$ cat src/rtl/wm_tile_embedder.sv
module wm_tile_embedder #(
  parameter int PIX_W      = 8,
  parameter int DEPTH_W    = 8,
  parameter int GAIN_W     = 8,
  parameter int GAIN_SHIFT = 8,
  parameter int TILE_LOG   = 3,
  parameter int GRID_LOG   = 1,
  parameter int NOISE_W    = 4
) (
  input  logic                            clk,
  input  logic                            rst_n,
  input  logic                            in_valid,
  input  logic                            in_sof,
  input  logic                            in_eol,
  input  logic [PIX_W-1:0]                in_pixel,
  input  logic [DEPTH_W-1:0]              in_depth,
  input  logic [GAIN_W-1:0]               gain,
  input  logic [2*(TILE_LOG-GRID_LOG)-1:0] payload,
  output logic                            out_valid,
  output logic [PIX_W-1:0]                out_pixel
);
  localparam int PAY_W  = TILE_LOG - GRID_LOG;
  localparam int IDX_W  = 2 * TILE_LOG;
  localparam int BASE_W = NOISE_W + 1;
  localparam int PROD_W = DEPTH_W + GAIN_W;
  localparam int STR_W  = PROD_W - GAIN_SHIFT;
  localparam int WM_W   = BASE_W + STR_W + 1;
  localparam int SUM_W  = WM_W + 1;
  localparam logic signed [SUM_W-1:0] PIX_MAX = SUM_W'((1 << PIX_W) - 1);

  function automatic logic signed [NOISE_W-1:0] noise_at(input logic [IDX_W-1:0] idx);
    logic [IDX_W+2:0] t;
    t = ({3'b000, idx} << 2) + {3'b000, idx} + (IDX_W+3)'(3);
    return {~t[NOISE_W-1], t[NOISE_W-2:0]};
  endfunction

  logic [TILE_LOG-1:0] col_q, row_q;
  logic [TILE_LOG-1:0] cur_col, cur_row, sh_col, sh_row;
  logic [TILE_LOG-1:0] off_col, off_row;
  logic signed [NOISE_W-1:0] n_own, n_shift;
  logic signed [BASE_W-1:0]  base;
  logic [PROD_W-1:0]         prod;

  assign cur_col = in_sof ? '0 : col_q;
  assign cur_row = in_sof ? '0 : row_q;
  assign off_col = {payload[PAY_W-1:0], {GRID_LOG{1'b0}}};
  assign off_row = {payload[2*PAY_W-1:PAY_W], {GRID_LOG{1'b0}}};
  assign sh_col  = cur_col + off_col;
  assign sh_row  = cur_row + off_row;
  assign n_own   = noise_at({cur_row, cur_col});
  assign n_shift = noise_at({sh_row, sh_col});
  assign base    = {n_own[NOISE_W-1], n_own} - {n_shift[NOISE_W-1], n_shift};
  assign prod    = in_depth * gain;

  always_ff @(posedge clk) begin
    if (!rst_n) begin
      col_q <= '0;
      row_q <= '0;
    end else if (in_valid) begin
      col_q <= in_eol ? '0 : cur_col + 1'b1;
      row_q <= in_eol ? cur_row + 1'b1 : cur_row;
    end
  end

  logic                     s1_valid;
  logic [PIX_W-1:0]         s1_pix;
  logic signed [BASE_W-1:0] s1_base;
  logic [STR_W-1:0]         s1_str;

  always_ff @(posedge clk) begin
    if (!rst_n) begin
      s1_valid <= 1'b0;
      s1_pix   <= '0;
      s1_base  <= '0;
      s1_str   <= '0;
    end else begin
      s1_valid <= in_valid;
      if (in_valid) begin
        s1_pix  <= in_pixel;
        s1_base <= base;
        s1_str  <= prod[PROD_W-1:GAIN_SHIFT];
      end
    end
  end

  logic signed [WM_W-1:0]  wm;
  logic signed [SUM_W-1:0] sum;
  logic [PIX_W-1:0]        clamped;

  assign wm  = s1_base * $signed({1'b0, s1_str});
  assign sum = $signed({{(SUM_W-PIX_W){1'b0}}, s1_pix}) + $signed({wm[WM_W-1], wm});
  assign clamped = (sum < 0) ? '0 : (sum > PIX_MAX) ? '1 : sum[PIX_W-1:0];

  always_ff @(posedge clk) begin
    if (!rst_n) begin
      out_valid <= 1'b0;
      out_pixel <= '0;
    end else begin
      out_valid <= s1_valid;
      if (s1_valid) out_pixel <= clamped;
    end
  end
endmodule

$ cat config.mk
export PLATFORM = sky130hd
export DESIGN_NAME = wm_tile_embedder
export DESIGN_NICKNAME = d
export VERILOG_FILES = /design/src/rtl/wm_tile_embedder.sv
export SDC_FILE = /design/constraint.sdc
export NUM_CORES = 1
export LEC_CHECK = 0
export BUFFER_PORTS_ARGS = -buffer_cell sky130_fd_sc_hd__buf_4
export CAP_MARGIN = 20
export CORE_ASPECT_RATIO = 0.7
export CORE_MARGIN = 3
export CORE_UTILIZATION = 25
export CTS_CLUSTER_SIZE = 30
export DETAILED_ROUTE_END_ITERATION = 10
export HOLD_SLACK_MARGIN = 0.05
export PLACE_DENSITY_LB_ADDON = 0.1
export SKIP_LAST_GASP = 1
export SYNTH_ARGS = -nofsm -noshare
export SYNTH_HDL_FRONTEND = slang
export SYNTH_SLANG_ARGS = --single-unit
$ cat constraint.sdc
create_clock -name clk -period 6.8 [get_ports clk]
set_clock_uncertainty 0.15 [all_clocks]
set_input_delay 1.02 -clock clk [delete_from_list [all_inputs] [get_ports clk]]
set_output_delay 1.02 -clock clk [all_outputs]
set_load 0.05 [all_outputs]
After elaboration in Yosys (flattened, before gate mapping):

Index checks and enable logic that the tools add are counted.

* equality and inequality tests: 0
* bitwise gates (word level): 2
* reductions and logical operators: 0
* divide/modulo/power cells: 0
* $mul: 2
* shift-type cells: 0
* multiplexer cells: 6
* $lt $le $gt $ge: 2
* add/subtract/negate cells: 10

Operators by type and width (number)
* $mul 8x8->16: 1
* $mux 8: 2
* $add 9x14->15: 1
* $gt 15x9->1 const B: 1
* $lt 15x1->1 const B: 1
* $mul 5x9->14: 1
* $mux 3: 4
* $add 4x2->4 const B: 2
* $add 4x4->4: 2
* $add 3x1->3 const B: 2
* $sub 4x4->5: 1
* $add 3x3->3: 1
* $not 1->1: 2
* $add 1x1->1 const B: 1

* output and inout port bits: 9
* input bits: 33
* bits in latches: 0
* logic and storage cells: 30
* memory bits (writable): 0
* memories kept: 0
* register bits after elaboration: 37
* ROM bits: 0

Logic depth before layout (Yosys ltp):

Gate-level depths: netlist of run 1.

* word-level depth: 6
* mapped depth: 16
* gate-level depth less buffers: 16

Worst setup path before layout of run 1:

No wires, ideal clock.

* path kind: input-to-reg
* start: input in_depth[5]
* end: register s1_str[6]
* stages on the path: 14
* setup time: 0.122 ns
* path buffers: 1
* arrival time: 4.960 ns
* data required time: 6.528 ns
* path slack: 1.568 ns
* cells stage by stage: clkbuf_1 > nand2_1 > fa_1 > inv_1 > fa_1 > fa_1 > fa_1 > ha_1 > a21oi_2 > nand2_1 > a221o_2 > a41oi_2 > nor4b_1 > a311o_1

* word-level cells in the longest chain between the ends: 1

RTL lines
* start: declaration: line 16 `input logic [DEPTH_W-1:0] in_depth,`
* $mul 8x8->16: line 53 `assign prod = in_depth * gain;`
* end signal: assignment: line 81 `s1_str <= prod[PROD_W-1:GAIN_SHIFT];`
* end: declaration: line 68 `logic [STR_W-1:0] s1_str;`

No other way between the ends.
A chain may end at the register's enable or synchronous reset.

Worst setup path in the final report of run 1:

* start: input gain[4]
* end: register s1_str[6]

* word-level cells in the longest chain between the ends: 1

RTL lines
* start: declaration: line 17 `input logic [GAIN_W-1:0] gain,`
* $mul 8x8->16: line 53

No other way between the ends.

==> results of run 1 <==
==> cell families after synthesis <==
group           count (synthesis)  synth area share (%)
buf+inv                       106                 7.633
mux                            17                 3.552
fa+ha+maj                     140                 41.67
xor+xnor                       16                 2.689
other cells                     1               0.07194
flops                          34                 13.06
compound gates                 82                 11.21
simple gates                  195                 20.12
==> where the power goes <==
| part | internal [mW] | leakage (nW) | switching [mW] |
|---|---|---|---|
| Combinational | 0.307 | 2.65 | 0.406 |
| Clock | 0.181 | 0.0829 | 0.0927 |
| Sequential | 0.226 | 0.280 | 0.0345 |
| Total | 0.714 | 3.01 | 0.533 |
==> metrics by stage <==
step / instances / total power [mW] / util [%] / setup WS, ns / hold slack [ns]
detailed placement: 892 / 0.9860 / 28.89 / 1.278 / 0.3353
floorplan: 593 / 0.8064 / - / 1.568 / 0.3342
global route: 899 / 1.389 / 29.73 / 1.419 / 0.3794
finish: 899 / 1.247 / 29.73 / 1.625 / 0.3466
CTS: 899 / 1.276 / 29.73 / 1.572 / 0.3462
global placement: 892 / 0.9820 / 28.89 / 1.410 / 0.3343
==> worst max-delay path by stage <==
| stage | from | endpoint | cells after the start |
|---|---|---|---|
| finish | gain[4] | s1_str[6] | 15 |
| floorplan | in_depth[5] | s1_str[6] | 14 |
| CTS | gain[4] | s1_str[6] | 15 |
| detailed placement | gain[4] | s1_str[6] | 15 |
| global route | gain[4] | s1_str[6] | 15 |
| global placement | gain[4] | s1_str[6] | 15 |
==> cells in the mapped netlist (2+ instances only) <==
| cell type | number | share of area (%) |
|---|---|---|
| o21ai_0 | 11 | 1.1 |
| and3_1 | 2 | 0.24 |
| o21ai_1 | 2 | 0.19 |
| nor4b_1 | 2 | 0.34 |
| nand2_1 | 52 | 3.7 |
| and2_1 | 51 | 6.1 |
| nand3_1 | 11 | 1.1 |
| nand2b_1 | 7 | 0.84 |
| o21a_1 | 2 | 0.29 |
| a211oi_1 | 5 | 0.72 |
| a21oi_2 | 3 | 0.50 |
| clkbuf_1 | 10 | 0.72 |
| a32oi_1 | 2 | 0.34 |
| nor3_1 | 17 | 1.6 |
| a21oi_1 | 17 | 1.6 |
| dfxtp_1 | 34 | 13 |
| mux2_2 | 2 | 0.43 |
| a21o_1 | 4 | 0.58 |
| xor2_1 | 7 | 1.2 |
| a311o_1 | 2 | 0.38 |
| ha_1 | 84 | 20 |
| xnor2_1 | 9 | 1.5 |
| nor2_1 | 19 | 1.4 |
| a211o_1 | 2 | 0.34 |
| inv_1 | 96 | 6.9 |
| fa_1 | 56 | 22 |
| mux2i_1 | 14 | 2.7 |
| a31oi_1 | 4 | 0.48 |
| nor2b_1 | 24 | 2.9 |
| o211ai_1 | 7 | 1.0 |
| o22ai_1 | 4 | 0.48 |
| and4_1 | 2 | 0.34 |
==> worst register-to-register path, stage by stage, from the launching register on <==
cell and delay, ns:
dfxtp_1 0.51, inv_1 0.24, nor2_1 0.21, fa_1 0.43, fa_1 0.54, inv_1 0.05, fa_1 0.53, inv_1 0.04
ha_1 0.29, ha_1 0.39, nor3_1 0.08, o21ba_2 0.22, nor3_2 0.25, mux2i_4 0.39, o211ai_1 0.26, a211oi_1 0.27
==> sequential cells by signal, indices dropped and copies added, names as in the netlist <==
| signal | count |
|---|---|
| out_pixel | 8 |
| s1_pix | 8 |
| s1_str | 8 |
| s1_base | 4 |
| col_q | 3 |
| out_valid | 1 |
| row_q | 1 |
| s1_valid | 1 |
==> cell type report <==
type	count	area, sq um	share of cell area (%)
Multi-Input combinational cell	453	4141	69.23
Sequential cell	34	680.7	11.38
Inverter	96	360.3	6.024
Tap cell	270	337.8	5.647
Timing Repair Buffer	39	292.8	4.894
Clock buffer	6	138.9	2.322
Clock inverter	1	30.03	0.5020
==> per-layer routing <==
metal	share of wire (%)	up-vias	track usage, %
met5	0	-	0
met1	55	1935	17.84
met3	4.3	4	1.676
met2	40	71	15.93
met4	0.57	0	1.603
li1	-	2032	-
==> results.yml, run 1 <==
cells_and_area:
  area_growth_pct: 14.76
  fillers: 2156
  final_common_cell: "inv_1"
  num-nets-final: 802
  layout_common_cells: "inv_1 (96), ha_1 (84), fa_1 (56), nand2_1 (52), and2_1 (51)"
  drive_gt1_share_pct: 9.698
  diodes: 0
  fin_area_sq_um: 5982
routing:
  drc: 0
  routed_wirelength_um: 11970
  viasPerCell: 4.496
  drtIter0Drc: 121
  firstDrtPassIters: 4
  vias: 4042
  ant_nets: 0
  wl_per_cell_um: 13.31
placed_design:
  hpwl_um: 10040
  dpl_cell_area_sq_um: 5813
  numPortBuffers: 39
  routabilityCongestion: 0.7652
logic_synthesis:
  ys_seq_area_share_pct: 13.06
  synthDistinctLibCells: 59
  postSynthCellCount: 591
  synthArstFlopShare_pct: 0
  netlist_area_sq_um: 5212
  synth_area_per_cell_sq_um: 8.820
  synth_flop_cell: "dfxtp_1"
  synth-seq-cells: 34
  synth_enable_flop_cells: 0
  yosysWarnings: 0
worst_setup_path:
  required_ns: 6.82
  crit_family: "adder cells"
  r2r_slack_ns: 1.85
  worstReg2RegEnd: "out_pixel[2]"
  crit_chain: "buf_4, and2_1, fa_1, fa_1, inv_1, fa_1, fa_1, inv_1, ha_1, nor3_1, o21ai_1, a221o_2, a41oi_2, nor4b_1, a311o_1"
  arrival_ns: 5.19
  cpMostUsedCell: "fa_1"
  critPathLaunchType: "input pin"
  path_class: "in2reg"
  reg2reg_from: "s1_base[4]"
  critPathSlowestCell: "fa_1"
  worstPathMaxFanout: 8
  endpoint_kind: "flop"
  cp_num_buf_inv: 3
  crit_path_max_incr_delay_ns: 0.54
  r2r_cells: 15
clock_network:
  cts_buffers: 5
  hold_buffers: 0
  cts_setup_buffers: 0
  cts_buffer_depth: 2
  clock_sinks: 34
  cts_tree: "built"
  root_buffer: "clkbuf_16"
  clkSlewWorstSetupHoldPaths_ns: 0.06
  clkLatencyLatePin_ns: 0.28
  cts-resized-gates: 0
  cts-htree-levels: 2
sta:
  tightestPinTransition_ns: 0.5748
  finalSetupViolCount: 0
  rsz0062_at_grt: "false"
  fin_tns_setup_ns: 0
  hold_viol: 0
  maxSlewViolCount: 0
  max_freq_mhz: 193.2
  finalCritPeriodShare_pct: 76.11
  fin_crit_ns: 5.175
  max-slew-margin-rel_pct: 61.68
worst_hold_path:
  min_from: "out_pixel[1]"
  hold_path_end: "out_pixel[1]"
  worstHoldPathCells: 2
  hp-class: "reg2reg"
grt:
  grtUsageTotal_pct: 11.17
  grt_pass1_vias: 4121
  grt_max_degree: 40
  grt_overflow: 0
  grt_antenna_before_repair: 0
  grt_pass1_wl_um: 20490
floorplanning:
  die_h_um: 126.8
  dieArea_sq_um: 22650
  ios: 42
  initial_core_util_pct: 25.90
  rows: 43
  die_w_um: 178.6
  core_region_area_sq_um: 20120
power_and_ir_drop:
  powerDensity_nw_per_um2: 208.4
  irDropWorstVdd_mv: 0.1057
  leakagePower_nw: 3.009
status:
  outcome: "completed"
job:
  maxCapViolations: 0
Power figures use the tool's default switching activity.
==> inputs of run 2 (changes only) <==
clock period = 4.5 ns   (was 6.8 ns; I/O delays follow)
==> run 2 against run 1 <==
Effect of this change:
- sequential power rose by 47%
- via count increased by 6.4%
- power is 89% higher
- setup slack got worse by 1.6 ns
- non-clock buffer count rose by 65
- cell area increased by 15%
- worst hold slack gained 0.0061 ns
- flip-flop and latch count unchanged
- critical endpoint unchanged
- combinational power grew 120%
==> results.yml, run 2 (same netlist as run 1, synthesis figures left out) <==
sta:
  holdWs_ns: 0.3527
  rsz0062_at_grt: "true"
  maxSlewViolCount: 0
  finalSetupViolCount: 0
  finalCritPeriodShare_pct: 98.82
  max_freq_mhz: 224.9
  hold_viol: 0
  fin_crit_ns: 4.447
worst_setup_path:
  r2r_slack_ns: 0.11
  crit_chain: "buf_4, nand2_2, fa_1, inv_2, fa_1, fa_1, fa_1, ha_4, nand3_2, nor3_2, a221o_2, a41oi_4, and4_1, a311o_1"
  worstReg2RegEnd: "out_pixel[7]"
  reg2reg_from: "s1_base[4]"
  arrival_ns: 4.47
  cp.depth: 14
  cp_num_buf_inv: 2
  cpMostUsedCell: "fa_1"
  worstPathMaxFanout: 6
  crit_path_max_incr_delay_ns: 0.57
  required_ns: 4.52
  endpoint_kind: "flop"
  path_class: "in2reg"
  crit_family: "adder cells"
  critPathLaunchType: "input pin"
  startpoint: "in_depth[2]"
  critPathSlowestCell: "fa_1"
  r2r_cells: 15
routing:
  drtIter0Drc: 122
  firstDrtPassIters: 4
  viasPerCell: 4.462
  ant_nets: 0
  routed_wirelength_um: 12700
  wl_per_cell_um: 13.17
  drc: 0
  vias: 4301
cells_and_area:
  area_growth_pct: 32.50
  fillers: 2087
  layout_common_cells: "buf_4 (89), inv_1 (88), ha_1 (72), fa_1 (53), and2_1 (51)"
  diodes: 0
  multi_input_area_sq_um: 4506
  drive_gt1_share_pct: 27.81
  num-nets-final: 867
  final_common_cell: "buf_4"
  regArea_sq_um: 693.2
  reg_top3: "out_pixel: 8 flops, s1_pix: 8 flops, s1_str: 8 flops"
  fin_area_sq_um: 6907
  final_util_pct: 34.32
placed_design:
  hpwl_um: 10680
  numPortBuffers: 39
  routabilityCongestion: 0.8105
  dpl_cell_area_sq_um: 6317
clock_network:
  root_buffer: "clkbuf_16"
  clock_sinks: 34
  cts_buffer_depth: 2
  clkSlewWorstSetupHoldPaths_ns: 0.06
  cts_tree: "built"
  hold_buffers: 0
  cts_buffers: 5
  cts-htree-levels: 2
  clkLatencyLatePin_ns: 0.28
job:
  maxCapViolations: 0
power_and_ir_drop:
  irDropWorstVdd_mv: 0.1654
  leakagePower_nw: 3.393
  powerDensity_nw_per_um2: 341.5
floorplanning:
  die_w_um: 178.6
  rows: 43
  initial_core_util_pct: 25.90
  core_region_area_sq_um: 20120
  dieArea_sq_um: 22650
  ios: 42
  die_h_um: 126.8
worst_hold_path:
  worstHoldPathCells: 2
  hp-class: "reg2reg"
  hold_path_end: "out_pixel[1]"
  min_from: "out_pixel[1]"
grt:
  grtUsageTotal_pct: 11.76
  grt_overflow: 0
  grt_pass1_wl_um: 21690
  grt_max_degree: 40
  grt_antenna_before_repair: 0
  grt_pass1_vias: 4332
status:
  outcome: "completed"
-- run 2: changes by cell type in the layout (fill, tap and decap cells not counted), moves of 7 or more --
cell	before	now
buf_4	39	89
buf_6	0	14
ha_1	84	72
ha_4	0	9
nand2_1	52	43
inv_1	96	88
inv_2	0	8
nand2_2	0	7
-- run 2: how the worst max path moves through the flow --
stage                     slack (ns)            to
final                           0.05     s1_str[6]
after global routing           -0.08  out_pixel[7]
after CTS                      0.001     s1_str[6]
after detailed placement       -0.33     s1_str[7]
after global placement         -0.35     s1_str[6]
after floorplan               0.0006     s1_str[6]
-- run 2: cell type report --
cell class,count,share of cell area [%]
well taps,270,4.891
clock inverters,1,0.4348
repair buffers,104,12.17
clock buffers,6,2.011
multi-input cells,453,65.24
inverters,96,5.217
flip-flops and latches,34,10.04
-- run 2: power breakdown --
group          internal (mW)  total [mW]  switching, mW
Sequential             0.343       0.382         0.0394
Combinational          0.787        1.57          0.783
Clock                  0.273       0.407          0.133
Total                   1.40        2.36          0.956
-- run 2: what timing repair did --
item	CTS	global route
endpoints found under the setup margin	11	13
pin swaps	20	44
gates resized for setup	30	61
buffers inserted	3	1
-- run 2: per-layer routing --
layer | part of all wire [%] | GRT usage, % | vias up
met5 | 0 | 0 | -
met4 | 0.60 | 2.198 | 0
met3 | 4.0 | 1.676 | 4
met2 | 41 | 16.28 | 59
met1 | 55 | 19.03 | 2077
li1 | - | - | 2161
-- run 2: tightest hold or removal path: stages, from the launching register on --
cell	delay, ns
dfxtp_1	0.31
nor2_1	0.09
a211oi_1	0.05
-- run 2: per-stage QoR --
step                      worst slack (ns)  instances  power (mW)  TNS, ns
after global routing              -0.08080        964       2.612  -0.6465
after floorplan                  0.0006182        593       1.261        0
after CTS                         0.001180        964       2.236        0
after global placement             -0.3530        954       1.715   -3.152
after detailed placement           -0.3276        954       1.720   -3.158
final                              0.05332        964       2.358        0
